### src/rtl/lbdt_pkg.sv
// Package: shared types and helpers for the local bus data-drive timer.
// Assumes every offset is an unsigned cycle count of OFS_W bits.
package lbdt_pkg;
    localparam int OFS_W = 4;

    typedef logic [OFS_W-1:0] ofs_t;

    // One pair of edges for a single transfer direction.
    typedef struct packed {
        ofs_t asrt;
        ofs_t rel;
    } edge_pair_t;

    // Last cycle index at which the pair changes anything.
    function automatic ofs_t pair_end(input edge_pair_t p);
        return (p.asrt > p.rel) ? p.asrt : p.rel;
    endfunction
endpackage

### src/rtl/lbdt_ctl_reg.sv
// Module: control word storage for the data-drive timer.
// Holds the four edge offsets and three control bits. Each cfg_we writes
// the whole word. Reset gives write 0/15, read 4/0 and all control bits 0.
// Assumes cfg_we is synchronous to clk.
module lbdt_ctl_reg
    import lbdt_pkg::*;
#(
    parameter int WORD_W   = 32,
    parameter int SWRST_BIT = 29,
    parameter int CLKEN_BIT = 30,
    parameter int STYLE_BIT = 31,
    parameter int RD_ASRT_RST = 4
) (
    input  logic              clk,
    input  logic              rst_n,
    input  logic              cfg_we,
    input  logic [WORD_W-1:0] cfg_wdata,
    input  logic              par_mode,
    output edge_pair_t        wr_pair,
    output edge_pair_t        rd_pair,
    output logic              clk_en,
    output logic              sw_rst,
    output logic              strb_style
);
    localparam ofs_t WR_REL_RST  = '1;
    localparam ofs_t RD_ASRT_VAL = ofs_t'(RD_ASRT_RST);

    logic style_q;
    logic unused_bits;

    // Bits between the offset fields and the control bits carry nothing.
    assign unused_bits = ^cfg_wdata[SWRST_BIT-1:4*OFS_W];

    // Capture the control word on a write, or load the reset values.
    always_ff @(posedge clk) begin
        if (!rst_n) begin
            wr_pair <= '{asrt: '0, rel: WR_REL_RST};
            rd_pair <= '{asrt: RD_ASRT_VAL, rel: '0};
            clk_en  <= 1'b0;
            sw_rst  <= 1'b0;
            style_q <= 1'b0;
        end else if (cfg_we) begin
            wr_pair.asrt <= cfg_wdata[0*OFS_W +: OFS_W];
            wr_pair.rel  <= cfg_wdata[1*OFS_W +: OFS_W];
            rd_pair.asrt <= cfg_wdata[2*OFS_W +: OFS_W];
            rd_pair.rel  <= cfg_wdata[3*OFS_W +: OFS_W];
            sw_rst       <= cfg_wdata[SWRST_BIT];
            clk_en       <= cfg_wdata[CLKEN_BIT];
            style_q      <= cfg_wdata[STYLE_BIT];
        end
    end

    // Parallel-port mode pins the strobe style to separate strobes.
    assign strb_style = style_q & ~par_mode;

    assert_parallel_style_R10: assert property (@(posedge clk) disable iff (!rst_n)
        par_mode |-> !strb_style);
endmodule

### src/rtl/lbdt_seq.sv
// Module: per-transfer cycle counter and drive-window decode.
// The reference cycle is index 0. The counter runs up to the last edge of
// the active pair and then goes idle. The offset pair and direction are
// taken at the reference pulse and held for the rest of the transfer. A new
// reference pulse restarts the counter even while a transfer is running.
// Assumes ref_pulse is one cycle wide.
module lbdt_seq
    import lbdt_pkg::*;
#(
    parameter int LEGAL_MAX = 10
) (
    input  logic       clk,
    input  logic       rst_n,
    input  logic       ref_pulse,
    input  logic       is_read,
    input  edge_pair_t wr_pair,
    input  edge_pair_t rd_pair,
    output logic       data_oe,
    output logic       xfer_done,
    output logic       retry
);
    localparam ofs_t LIMIT = ofs_t'(LEGAL_MAX);
    localparam ofs_t ONE   = ofs_t'(1);

    logic       busy_q, dir_q;
    ofs_t       cnt_q;
    edge_pair_t pair_q;

    edge_pair_t live_pair, cur_pair;
    logic       live_bad, start, active, cur_dir, win;
    ofs_t       cur_idx, cur_end;

    // Select the pair for the requested direction and range-check it.
    always_comb begin
        live_pair = is_read ? rd_pair : wr_pair;
        live_bad  = (live_pair.asrt > LIMIT) || (live_pair.rel > LIMIT);
        start     = ref_pulse && !live_bad;
        retry     = ref_pulse && live_bad;
    end

    // Current cycle view: the live inputs at the reference cycle, the held copy after it.
    always_comb begin
        cur_pair = ref_pulse ? live_pair : pair_q;
        cur_dir  = ref_pulse ? is_read   : dir_q;
        cur_idx  = ref_pulse ? '0        : cnt_q;
        cur_end  = pair_end(cur_pair);
        active   = start || (busy_q && !ref_pulse);
    end

    // Drive window; release wins where the assert and release edges meet.
    always_comb begin
        if (cur_dir)
            win = (cur_idx < cur_pair.rel) ||
                  ((cur_idx >= cur_pair.asrt) && (cur_idx > cur_pair.rel));
        else
            win = (cur_idx >= cur_pair.asrt) && (cur_idx < cur_pair.rel);
        data_oe   = active && win;
        xfer_done = active && (cur_idx == cur_end);
    end

    // Advance the cycle index and go idle at the last edge.
    always_ff @(posedge clk) begin
        if (!rst_n) begin
            busy_q <= 1'b0;
            dir_q  <= 1'b0;
            cnt_q  <= '0;
            pair_q <= '0;
        end else if (ref_pulse) begin
            busy_q <= start && (pair_end(live_pair) != '0);
            dir_q  <= is_read;
            cnt_q  <= ONE;
            pair_q <= live_pair;
        end else if (busy_q) begin
            if (cnt_q == pair_end(pair_q))
                busy_q <= 1'b0;
            else
                cnt_q <= cnt_q + ONE;
        end
    end

    assert_retry_quiet_R7: assert property (@(posedge clk) disable iff (!rst_n)
        retry |-> (!data_oe && !xfer_done));

    assert_done_then_idle_R6: assert property (@(posedge clk) disable iff (!rst_n)
        xfer_done |=> (ref_pulse || (!data_oe && !xfer_done)));

    assert_count_in_range_R6: assert property (@(posedge clk) disable iff (!rst_n)
        busy_q |-> (cnt_q <= pair_end(pair_q)));

    assert_zero_write_edge_R5: assert property (@(posedge clk) disable iff (!rst_n)
        (ref_pulse && !is_read && !retry && wr_pair.asrt == '0 && wr_pair.rel != '0)
        |-> data_oe);
endmodule

### src/rtl/lbus_drive_timer.sv
// Module: top of the local bus data-drive timer.
// Connects the control word to the transfer sequencer. Also produces the
// gated local-bus clock and the combined local-bus reset.
// Assumes the system reset is synchronous and active low.
module lbus_drive_timer
    import lbdt_pkg::*;
#(
    parameter int WORD_W    = 32,
    parameter int LEGAL_MAX = 10
) (
    input  logic              clk,
    input  logic              rst_n,
    input  logic              cfg_we,
    input  logic [WORD_W-1:0] cfg_wdata,
    input  logic              par_mode,
    input  logic              ref_pulse,
    input  logic              is_read,
    output logic              lb_clk,
    output logic              lb_rst_n,
    output logic              strb_style,
    output logic              data_oe,
    output logic              xfer_done,
    output logic              retry
);
    edge_pair_t wr_pair, rd_pair;
    logic       clk_en, sw_rst;

    lbdt_ctl_reg #(.WORD_W(WORD_W)) u_ctl (
        .clk(clk), .rst_n(rst_n), .cfg_we(cfg_we), .cfg_wdata(cfg_wdata),
        .par_mode(par_mode), .wr_pair(wr_pair), .rd_pair(rd_pair),
        .clk_en(clk_en), .sw_rst(sw_rst), .strb_style(strb_style)
    );

    lbdt_seq #(.LEGAL_MAX(LEGAL_MAX)) u_seq (
        .clk(clk), .rst_n(rst_n), .ref_pulse(ref_pulse), .is_read(is_read),
        .wr_pair(wr_pair), .rd_pair(rd_pair), .data_oe(data_oe),
        .xfer_done(xfer_done), .retry(retry)
    );

    // Local-bus clock: the system clock gated by the enable bit.
    assign lb_clk = clk & clk_en;

    // Local-bus reset: the system reset or the software reset bit.
    assign lb_rst_n = rst_n & ~sw_rst;

    assert_swrst_holds_R9: assert property (@(posedge clk) disable iff (!rst_n)
        sw_rst |-> !lb_rst_n);
endmodule

### config.mk
export PLATFORM = sky130hd
export DESIGN_NAME = lbus_drive_timer
export DESIGN_NICKNAME = d
export VERILOG_FILES = /design/src/rtl/lbdt_pkg.sv /design/src/rtl/lbdt_ctl_reg.sv /design/src/rtl/lbdt_seq.sv /design/src/rtl/lbus_drive_timer.sv
export SDC_FILE = /design/constraint.sdc
export NUM_CORES = 1
export LEC_CHECK = 0
export BUFFER_PORTS_ARGS = -buffer_cell sky130_fd_sc_hd__buf_2
export CAP_MARGIN = 20
export CORE_MARGIN = 4
export CORE_UTILIZATION = 25
export CTS_CLUSTER_SIZE = 8
export DETAILED_ROUTE_END_ITERATION = 8
export PLACE_DENSITY = 0.49
export SYNTH_ARGS = -nofsm -noshare
export SYNTH_HDL_FRONTEND = slang
export SYNTH_HIERARCHICAL = 1
export SYNTH_SLANG_ARGS = --single-unit
### constraint.sdc
create_clock -name clk -period 4.1 [get_ports clk]
set_clock_uncertainty 0.1 [all_clocks]
set_input_delay 0.41 -clock clk [delete_from_list [all_inputs] [get_ports clk]]
set_output_delay 0.41 -clock clk [all_outputs]
set_load 0.005 [all_outputs]
==> results of run 1 <==
-- stage by stage --
stage / utilization / setup WS [ns] / cells
after floorplan: - / 0.971 / 239
after global placement: 0.288 / 0.431 / 366
after CTS: 0.308 / 0.376 / 377
after detailed placement: 0.288 / 0.405 / 366
after global routing: 0.308 / 0.127 / 377
final: 0.308 / 0.454 / 377
-- power by group --
group          switching, µW  leakage, µW  internal (µW)  total, µW
clock                    134    0.0000872            262        395
sequential              17.6     0.000273            341        358
combinational            113     0.000882            105        218
-- sequential cells by signal, indices dropped and copies added (netlist names) --
name / flops
u_seq/pair_q: 8
u_ctl/clk_en: 1
u_ctl/sw_rst: 1
u_seq/dir_q: 1
u_ctl/wr_pair: 8
u_ctl/style_q: 1
u_seq/cnt_q: 4
u_seq/busy_q: 1
u_ctl/rd_pair: 8
-- critical path, delay by kind of cell --
family	cells	cell delay [ns]
AO/OA/AOI/OAI	4	0.71
adder cells (fa/ha/maj)	1	0.35
buffers and inverters	2	0.45
multiplexers	1	0.48
AND/OR/NAND/NOR	3	0.73
-- layer usage --
metal	routed length, µm	GRT usage	vias to the layer above
li1	-	-	893
met1	2390	0.133	784
met2	2230	0.153	29
met3	166	0.0351	5
met4	71	0.0450	0
met5	0	0	-
-- final cells by class --
type,instances,share of cell area
clock buffer,10,0.0502
clock inverter,2,0.0146
inverter,16,0.0234
multi-input combinational,180,0.540
sequential,33,0.258
tap,105,0.0512
timing repair buffer,31,0.0624
-- cell usage after synthesis (all sizes together) --
| master | instances |
|---|---|
| nor2b | 20 |
| a211oi | 3 |
| mux2i | 33 |
| clkinv | 1 |
| clkbuf | 5 |
| nor2 | 19 |
| nor3 | 2 |
| a31o | 1 |
| and2 | 2 |
| ha | 21 |
| o21ai | 8 |
| a41oi | 2 |
| a221o | 1 |
| nor4 | 3 |
| nand3 | 4 |
| nor3b | 1 |
| o21a | 4 |
| nand4 | 3 |
| a21o | 5 |
| xnor2 | 6 |
| a211o | 1 |
| or3b | 1 |
| dfxtp | 33 |
| nand2b | 5 |
| xor2 | 6 |
| a31oi | 1 |
| a21oi | 5 |
| mux2 | 2 |
| and3 | 1 |
| o211a | 2 |
| inv | 15 |
| nor4b | 1 |
| nand2 | 13 |
| buf | 5 |
| nand3b | 2 |
| o211ai | 1 |
| and2b | 1 |
-- path summary, 6_finish.rpt --
check | from | end | depth (start not counted)
worst min-delay path | cfg_wdata[10] | u_ctl/rd_pair[6]$_SDFFE_PN1P_ | 3
worst min register to register | u_ctl/rd_pair[6]$_SDFFE_PN1P_ | u_ctl/rd_pair[6]$_SDFFE_PN1P_ | 2
worst max-delay path | is_read | xfer_done | 11
worst max register to register | u_ctl/rd_pair[5]$_SDFFE_PN0P_ | u_seq/busy_q$_SDFF_PN0_ | 9
-- kinds of logic (layout without fill, tap and decap cells) --
family / Yosys count / after routing / share of synthesized area
muxes: 35 / 35 / 0.164
and+or+nand+nor: 78 / 78 / 0.194
xor gates and xnor gates: 12 / 12 / 0.0482
DFF: 33 / 33 / 0.303
AOI/OAI and AO/OA: 34 / 34 / 0.109
buffers and inverters: 26 / 59 / 0.0614
adders and majority gates: 21 / 21 / 0.120
==> impl_metrics.ini, run 1 <==
[outcome]
status = finished clean

[worst_setup_path]
critPathMaxStageDelay_ns = 0.48
required_ns = 3.59
path_class = input port to primary output
cp_common_cell = buf_2
arrival_ns = 3.14
rrSetupSlack_ns = 1.65
path_cells = buf_2 -> mux2i_1 -> nand2_1 -> o21ai_0 -> ha_1 -> a41oi_1 -> a21o_1 -> a21oi_1 -> or3b_1 -> nor4b_2 -> buf_2
worst-path-max-fanout = 15
worst_path_max_delay_cell = mux2i_1
crit_path_end_kind = primary output
cp-start-kind = input port

[synthesis]
synth.top_cell.area_share = 0.303
yosys-top-cells-area = dfxtp_1 30%, mux2i_1 15%, ha_1 12%, nor2b_1 5.5%, nor2_1 3.3%
yosys.cell_types.count = 43
yosysTopAreaCell = dfxtp_1
synth_seq_cells = 33
synth.yosys.seq_area_share = 0.303
avgSynthCellArea_um2 = 9.12
yosys_warnings = 6
syn-cell-area_um2 = 2180
netlist_instances = 239
syn_nets = 298

[clocking]
cts_tree = built
clk_pin_slew_ns = 0.07
insertion_delay_ns = 0.39
holdBufCountCts = 0
post_cts_resized = 0
cts_setup_buffers = 0

[floorplan]
core_um2 = 8340
row_count = 33
dieArea_um2 = 10300
fp.dieW_um = 101
io_pins = 44
start_util = 0.261
die_y_um = 101

[timing]
tightest_slew_ns = 0.548
tns_ns = 0
setup-violations-final = 0
post-route-period-util = 0.889
rsz0062_at_grt = false
fin_crit_ns = 3.65
slew_viol_final = 0
relSlewSlack = 0.631
finalHoldViolCount = 0
whs_ns = 0.136
maxClockFrequency_mhz = 274

[final_layout]
final_cell_mix = 33 x mux2i_1, 33 x dfxtp_1, 30 x buf_2
seq_area_um2 = 661
fin_area_um2 = 2560
multi_input_area_um2 = 1390
area_growth_pct = 17.6
drive_gt1_frac = 0.180
nNetsFinal = 330
n_fill_cell = 903
num_antenna_cells = 0

[place]
hpwlAfterDp_um = 3750
post_dp_cell_area_um2 = 2400
io_buffers = 30
gp_congestion = 0.769

[power_and_ir_drop]
p_total_uw = 972
ir_drop_mv = 0.207
p_leak_uw = 0.00124
power_density_nw_per_um2 = 379

[run]
drv_cap = 0

[detailed_routing]
routed_via_density = 4.54
first_iter_violations = 76
dr.pass1.iters = 4
vias = 1711
drc = 0
routed_wl_um = 4860
wire_per_inst_um = 12.9
ant_nets = 0

[grt]
overflow = 0
grt_pass1_wl_um = 8070
antenna_found_initial = 0
grt_pass1_vias = 1660
grt_usage = 0.102
grt_max_degree = 26

[worst_hold_path]
hold_path.class = input port to flip-flop
Note: power is estimated with default switching activity, not from simulation.
==> run 2, diff against run 1 <==
Settings changed: BUFFER_PORTS_ARGS -buffer_cell sky130_fd_sc_hd__buf_2 to default, DONT_BUFFER_PORTS from default to 1, GPL_ROUTABILITY_DRIVEN from default to 0, PLACE_DENSITY 0.49 to 0.44.
==> impl_metrics.ini, run 2 (same netlist as run 1, synthesis figures left out) <==
[detailed_routing]
dr.pass1.iters = 4
routed_wl_um = 4980
routed_via_density = 4.51
vias = 1561
wire_per_inst_um = 14.4
first_iter_violations = 58
ant_nets = 0
drc = 0

[clocking]
post_cts_resized = 0
clk_pin_slew_ns = 0.07
insertion_delay_ns = 0.39
cts_tree = built

[worst_setup_path]
required_ns = 3.59
r2r-start = u_ctl/rd_pair[5]$_SDFFE_PN0P_
crit_path_end_kind = primary output
rrSetupSlack_ns = 1.77
path_class = flip-flop to primary output
r2r_end = u_seq/busy_q$_SDFF_PN0_
cp-start-kind = flip-flop
arrival_ns = 2.95
r2r_cells = 9
startpoint = u_ctl/rd_pair[3]$_SDFFE_PN0P_
worst-path-max-fanout = 4

[timing]
layout_setup_ws_ns = 0.639
rsz0062_at_grt = false
tns_ns = 0
relSlewSlack = 0.608
maxClockFrequency_mhz = 289
finalHoldViolCount = 0
tightest_slew_ns = 0.582
setup-violations-final = 0
slew_viol_final = 0
whs_ns = 0.0431
fin_crit_ns = 3.46
post-route-period-util = 0.844

[place]
dpl.cell_count = 334
pre_cts_ws_ns = 0.854
io_buffers = 0
hpwlAfterDp_um = 3710

[grt]
grt_pass1_vias = 1623
antenna_found_initial = 0
overflow = 0
grt_usage = 0.105
grt_max_degree = 26
grt_pass1_wl_um = 8240

[final_layout]
final_cell_mix = 33 x mux2i_1, 33 x dfxtp_1, 21 x ha_1
area_growth_pct = 10.5
drive_gt1_frac = 0.0705
nNetsFinal = 299
biggestRegsByFlops = u_ctl/rd_pair (8), u_ctl/wr_pair (8), u_seq/pair_q (8)
fin_cells = 346
num_antenna_cells = 0

[worst_hold_path]
hold_path.class = input port to flip-flop
min_delay_path_depth = 1
hold_path_end = u_seq/cnt_q[0]$_SDFFE_PN0P_
min-delay-start = rst_n

[floorplan]
fp.dieW_um = 101
row_count = 33
core_um2 = 8340
die_y_um = 101
dieArea_um2 = 10300
io_pins = 44
start_util = 0.261

[power_and_ir_drop]
power_density_nw_per_um2 = 393
ir_drop_mv = 0.228
p_total_uw = 947
p_leak_uw = 0.00111

[run]
drv_cap = 0

[outcome]
status = finished clean
==> run 2: where the power goes <==
part / internal, µW / switching (µW)
clock network: 261 / 138
logic: 93.5 / 97.1
registers: 341 / 17.2
total: 695 / 252
==> run 2: through the flow <==
step           area, µm²   util
6_report            2410  0.289
5_1_grt             2410  0.289
4_1_cts             2410  0.289
3_5_place_dp        2240  0.268
3_3_place_gp        2240  0.268
2_1_floorplan       2180      -
==> run 2: repair_timing <==
item / 4_1_cts / 5_1_grt
endpoints found under the setup margin: 0 / 0
hold endpoints to repair: 5 / 0
buffers inserted: 0 / 0
hold buffers: 1 / 0
==> run 2: layout make-up <==
cell class,instances,area [µm²]
inverters,16,60.1
fillers,897,5930
multi-input cells,180,1390
flip-flops and latches,33,661
clock buffers,9,124
well taps,105,131
clock inverters,2,37.5
repair buffers,1,10.0
==> run 2: worst max-delay path by stage <==
stage | slack [ns] | to
after floorplan | 0.97 | xfer_done
after global placement | 0.85 | xfer_done
after detailed placement | 0.85 | xfer_done
after CTS | 0.57 | xfer_done
after global routing | 0.23 | xfer_done
final | 0.64 | xfer_done
==> run 2: critical path, stage by stage (launching register included) <==
cell	delay [ns]
dfxtp_1	0.31
mux2i_1	0.34
nand2_1	0.11
o21ai_0	0.25
ha_1	0.35
a41oi_1	0.24
and2_1	0.29
mux2i_1	0.26
xnor2_1	0.10
nor4b_2	0.31
==> run 2: routing by layer <==
| layer | up-vias | global-route usage | part of all wire |
|---|---|---|---|
| met4 | 0 | 0.0460 | 0.015 |
| met2 | 30 | 0.147 | 0.43 |
| met5 | - | 0 | 0 |
| met1 | 696 | 0.141 | 0.50 |
| met3 | 8 | 0.0420 | 0.049 |
| li1 | 827 | - | - |
